$ cat src/rtl/oneshot_timer_pkg.sv
// Shared definitions for the one-shot interval timer.
// Assumes a two-register byte map selected by a single select bit.
package oneshot_timer_pkg;
    localparam logic SEL_LO = 1'b0;
    localparam logic SEL_HI = 1'b1;

    // Decoded access strobes for one cycle
    typedef struct packed {
        logic load;   // high-byte write: load and arm
        logic wr_lo;  // low-latch write
        logic rd_lo;  // low-byte read: flag acknowledge
    } ost_ctl_t;
endpackage

$ cat src/rtl/ost_regif.sv
// Register interface: decodes the byte accesses and holds the low latch.
// Assumes that wr_en and rd_en are single-cycle strobes. The latch has no reset.
module ost_regif
    import oneshot_timer_pkg::*;
#(
    parameter int BUS_W = 8
) (
    input  logic             clk,
    input  logic             wr_en,
    input  logic             rd_en,
    input  logic             sel,
    input  logic [BUS_W-1:0] wdata,
    output ost_ctl_t         ctl,
    output logic [BUS_W-1:0] lo_q
);
    // Decode the strobes against the byte select
    always_comb begin
        ctl.load  = wr_en && (sel == SEL_HI);
        ctl.wr_lo = wr_en && (sel == SEL_LO);
        ctl.rd_lo = rd_en && (sel == SEL_LO);
    end

    // Capture the low latch byte
    always_ff @(posedge clk) begin
        if (ctl.wr_lo) lo_q <= wdata;
    end
endmodule

$ cat src/rtl/ost_counter.sv
// Down-counter: loads on request, otherwise decrements on each enabled cycle.
// Assumes that a load takes priority over counting. It has no reset, so it keeps its value through reset.
module ost_counter #(
    parameter int CNT_W = 16
) (
    input  logic             clk,
    input  logic             load,
    input  logic             tick,
    input  logic [CNT_W-1:0] load_val,
    output logic [CNT_W-1:0] cnt_q,
    output logic             at_zero
);
    localparam logic [CNT_W-1:0] ONE = CNT_W'(1);

    // Load or step the count downward, wrapping through all ones
    always_ff @(posedge clk) begin
        if (load)      cnt_q <= load_val;
        else if (tick) cnt_q <= cnt_q - ONE;
    end

    // Flag the value from which the next step wraps
    always_comb at_zero = (cnt_q == '0);
endmodule

$ cat src/rtl/ost_flag.sv
// Arm and flag control: one flag per load, acknowledged by a low-byte read.
// Assumes that at_zero and tick refer to the current counter value. Firing beats the acknowledge.
module ost_flag (
    input  logic clk,
    input  logic rst_n,
    input  logic load,
    input  logic tick,
    input  logic at_zero,
    input  logic rd_lo,
    output logic armed_q,
    output logic flag_q
);
    logic fire;

    // Detect the zero-to-all-ones step of an armed counter
    always_comb fire = armed_q && tick && at_zero && !load;

    // Sequence the arm and flag state
    always_ff @(posedge clk) begin
        if (!rst_n) begin
            armed_q <= 1'b0;
            flag_q  <= 1'b0;
        end else if (load) begin
            armed_q <= 1'b1;
            flag_q  <= 1'b0;
        end else if (fire) begin
            armed_q <= 1'b0;
            flag_q  <= 1'b1;
        end else if (rd_lo) begin
            flag_q  <= 1'b0;
        end
    end
endmodule

$ cat src/rtl/oneshot_timer.sv
// Top of the one-shot interval timer: a byte-wide register port over a
// double-byte down-counter. It raises one interrupt flag per high-byte write.
// Assumes that the counter width is twice the bus width.
module oneshot_timer
    import oneshot_timer_pkg::*;
#(
    parameter int BUS_W = 8
) (
    input  logic             clk,
    input  logic             rst_n,
    input  logic             wr_en,
    input  logic             rd_en,
    input  logic             sel,
    input  logic [BUS_W-1:0] wdata,
    input  logic             tick,
    output logic [BUS_W-1:0] rdata,
    output logic             irq
);
    localparam int CNT_W = 2 * BUS_W;

    ost_ctl_t         ctl;
    logic [BUS_W-1:0] lo_q;
    logic [CNT_W-1:0] cnt_q;
    logic             at_zero;
    logic             armed_q;

    ost_regif #(.BUS_W(BUS_W)) u_regif (
        .clk   (clk),
        .wr_en (wr_en),
        .rd_en (rd_en),
        .sel   (sel),
        .wdata (wdata),
        .ctl   (ctl),
        .lo_q  (lo_q)
    );

    ost_counter #(.CNT_W(CNT_W)) u_count (
        .clk      (clk),
        .load     (ctl.load),
        .tick     (tick),
        .load_val ({wdata, lo_q}),
        .cnt_q    (cnt_q),
        .at_zero  (at_zero)
    );

    ost_flag u_flag (
        .clk     (clk),
        .rst_n   (rst_n),
        .load    (ctl.load),
        .tick    (tick),
        .at_zero (at_zero),
        .rd_lo   (ctl.rd_lo),
        .armed_q (armed_q),
        .flag_q  (irq)
    );

    // Select the counter byte for readback
    always_comb rdata = (sel == SEL_HI) ? cnt_q[CNT_W-1:BUS_W] : cnt_q[BUS_W-1:0];
endmodule

$ cat config.mk
export PLATFORM = sky130hd
export DESIGN_NAME = oneshot_timer
export DESIGN_NICKNAME = d
export VERILOG_FILES = /design/src/rtl/oneshot_timer_pkg.sv /design/src/rtl/ost_regif.sv /design/src/rtl/ost_counter.sv /design/src/rtl/ost_flag.sv /design/src/rtl/oneshot_timer.sv
export SDC_FILE = /design/constraint.sdc
export NUM_CORES = 1
export LEC_CHECK = 0
export ABC_AREA = 1
export BUFFER_PORTS_ARGS = -buffer_cell sky130_fd_sc_hd__buf_2
export CAP_MARGIN = 25
export CORE_ASPECT_RATIO = 1.2
export CORE_MARGIN = 2
export CORE_UTILIZATION = 45
export DETAILED_ROUTE_END_ITERATION = 8
export PLACE_DENSITY = 0.78
export SYNTH_ARGS = -nofsm -noshare
export SYNTH_HDL_FRONTEND = slang
export SYNTH_SLANG_ARGS = --single-unit
$ cat constraint.sdc
create_clock -name clk -period 1.6 [get_ports clk]
set_clock_uncertainty 0.1 [all_clocks]
set_input_delay 0.16 -clock clk [delete_from_list [all_inputs] [get_ports clk]]
set_output_delay 0.16 -clock clk [all_outputs]
set_load 0.005 [all_outputs]
==> qor.yml <==
run_status:
  status: "completed"
worst_setup_path:
  r2r_slack_ns: 0.06
  critPathRequiredTime_ns: 1.53
  r2r_start: "u_count.cnt_q[4]"
  ff2ff_path_depth: 5
  startpoint_type: "flop"
  worstPathArrival_ns: 1.47
  worstSetupPathType: "flop to flop"
  endpoint_kind: "flop"
  r2r_end: "u_count.cnt_q[7]"
  crit_fanout: 5
global_routing:
  grt_pass1_vias: 1307
  track_usage_pct: 19.22
  grt_max_degree: 19
  grt-ovfl-total: 0
  antenna_found_initial: 0
  grt_pass1_wl_mm: 5.644
final_layout:
  fin_nets: 247
  fillers: 303
  multi_input_area_um2: 744.5
  n_antenna_cell: 0
  seq_area_um2: 760.7
  syn_to_final_growth_pct: 26.04
  drive_gt1_share_pct: 32.03
cts:
  cts_buffer_depth: 2
  cts.htree.levels: 1
  cts-buffers-inserted: 3
  clkSlewWorstSetupHoldPaths_ns: 0.09
  cts_root_buf: "clkbuf_8"
  insertion_delay_ns: 0.27
  cts_tree: "built"
  cts.sinks: 26
detailed_routing:
  drc: 0
  ant_nets: 0
  vias_per_cell: 5.138
  drt_iter0_drc: 54
  first_pass_iters: 4
  wl_per_cell_um: 13.69
  routed_wl_mm: 3.670
  route.vias.total: 1377
synthesis:
  avgSynthCellArea_um2: 8.541
  synthTopCellsByCount: "nand2_1, edfxtp_1, nor2_1"
  ys_ff_latch: 26
  synth_most_common_cell: "nand2_1"
  synth_area_um2: 1572
  synth_top_area_share_pct: 45.86
  synth_warnings: 0
  synthFlopType: "edfxtp_1"
  yosys-top-cells-area: "edfxtp_1, nand2_1, nor2_1, inv_1, nand3_1"
  async_flop_share_pct: 0
  synth-seq-area-share_pct: 48.41
  synthCells: 184
  syn_nets: 199
  synth_top_area_cell: "edfxtp_1"
  synth_edf_count: 24
  synthDistinctLibCells: 27
power:
  power_density_nw_per_um2: 869.7
  vdd_drop_max_mv: 0.7718
  cellLeakagePower_nw: 0.8983
  p_total_w: 0.001722
die:
  die-area_um2: 3983
  die_x_um: 57.95
  core_area_um2: 3338
  start_util_pct: 47.08
  pin_count: 23
  rows: 23
  die_h_um: 68.74
min_path:
  whs_path_depth: 3
  hold_path.class: "input pin to flop"
  hold_end: "u_flag.armed_q"
  hp-start: "rst_n"
timing:
  period_minus_slack_ns: 1.540
  worstMarginPinSlew_ns: 0.4114
  finalMaxSlewViolations: 0
  finalSetupViolCount: 0
  hold_viol_final: 0
  fin_crit_sh_pct: 96.28
  relSlewSlack_pct: 72.57
  setup-tns-final_ns: 0
  max_freq_mhz: 649.2
placed_design:
  hpwl_mm: 2.540
  gp_congestion: 0.8501
  place.port_buffers: 22
run:
  cap_violations: 0
[through the flow]
stage               area [um^2]  setup slack (ns)  std cells  hold slack, ns  util (%)
floorplan                  1572           0.08499        184          0.1589         -
global placement           1777           0.09350        249          0.2506     53.22
detailed placement         1777           0.03600        249          0.2537     53.22
CTS                        1902           0.02240        261        0.001561     56.97
global route               1981          -0.03263        268         0.01016     59.33
finish                     1981           0.05955        268         0.01075     59.33
[timing repair]
action | 4_1_cts | 5_1_grt
resized for setup | 0 | 6
endpoints found under the setup margin | 0 | 8
hold buffers | 8 | 0
endpoints found under the hold margin | 8 | 0
buffers inserted | 0 | 6
[registers in the layout, summed over array words and instances, names as in the netlist]
name and cells:
u_regif.lo_q 8, u_flag.flag_q 1, u_flag.armed_q 1, u_count.cnt_q 16
[power by group]
part	switching, W	internal, W	leakage (nW)	total [W]
clock	0.000210	0.000172	0.0231	0.000382
sequential	0.0000714	0.000832	0.253	0.000904
combinational	0.000241	0.000196	0.622	0.000437
[cell usage in the layout, fill, tap and decap left out, types with 6 or more instances in the layout]
master,n
buf_4,16
nor2_1,17
edfxtp_1,24
nor2_4,6
nand3_1,10
dlygate4sd3_1,8
inv_1,14
nor2_2,7
nand2_1,53
buf_2,22
o21ai_0,9
[per-layer routing]
| metal | vias up | track usage [%] | part of all wire, % |
|---|---|---|---|
| met2 | 37 | 33.10 | 50 |
| li1 | 700 | - | - |
| met4 | 0 | 9.884 | 3.6 |
| met5 | - | 0 | 0 |
| met3 | 9 | 3.918 | 3.7 |
| met1 | 631 | 22.78 | 43 |
[area by class of cell]
cell class	instances	area share (%)
repair buffers	46	15.67
inverters	19	3.727
clock buffers	3	2.085
clock inverters	1	0.1895
well taps	37	2.337
flip-flops and latches	26	38.41
multi-input cells	136	37.59
[kinds of logic after synthesis]
logic type / share of synthesized area [%]
compound gates: 7.723
xor+xnor: 1.672
fa+ha+maj: 0.7961
buf+inv: 6.369
flops: 48.41
simple gates: 35.03
[worst max path at each step]
| stage | from | endpoint | slack [ns] | cells past startpoint |
|---|---|---|---|---|
| after floorplan | u_count.cnt_q[0] | u_count.cnt_q[10] | 0.08 | 9 |
| after global placement | u_count.cnt_q[4] | u_count.cnt_q[13] | 0.09 | 6 |
| after detailed placement | u_count.cnt_q[0] | u_count.cnt_q[10] | 0.04 | 9 |
| after CTS | u_count.cnt_q[0] | u_count.cnt_q[10] | 0.02 | 9 |
| after global routing | u_count.cnt_q[1] | u_count.cnt_q[8] | -0.03 | 6 |
| final | u_count.cnt_q[4] | u_count.cnt_q[7] | 0.06 | 5 |
[critical path, cell delays in order, from the launching register on]
cell and delay (ns):
edfxtp_1 0.50, nor2_2 0.16, nand2_2 0.13, nor2_8 0.16
xor2_1 0.17, o21ai_1 0.08
(Power assumes the default switching activity.)
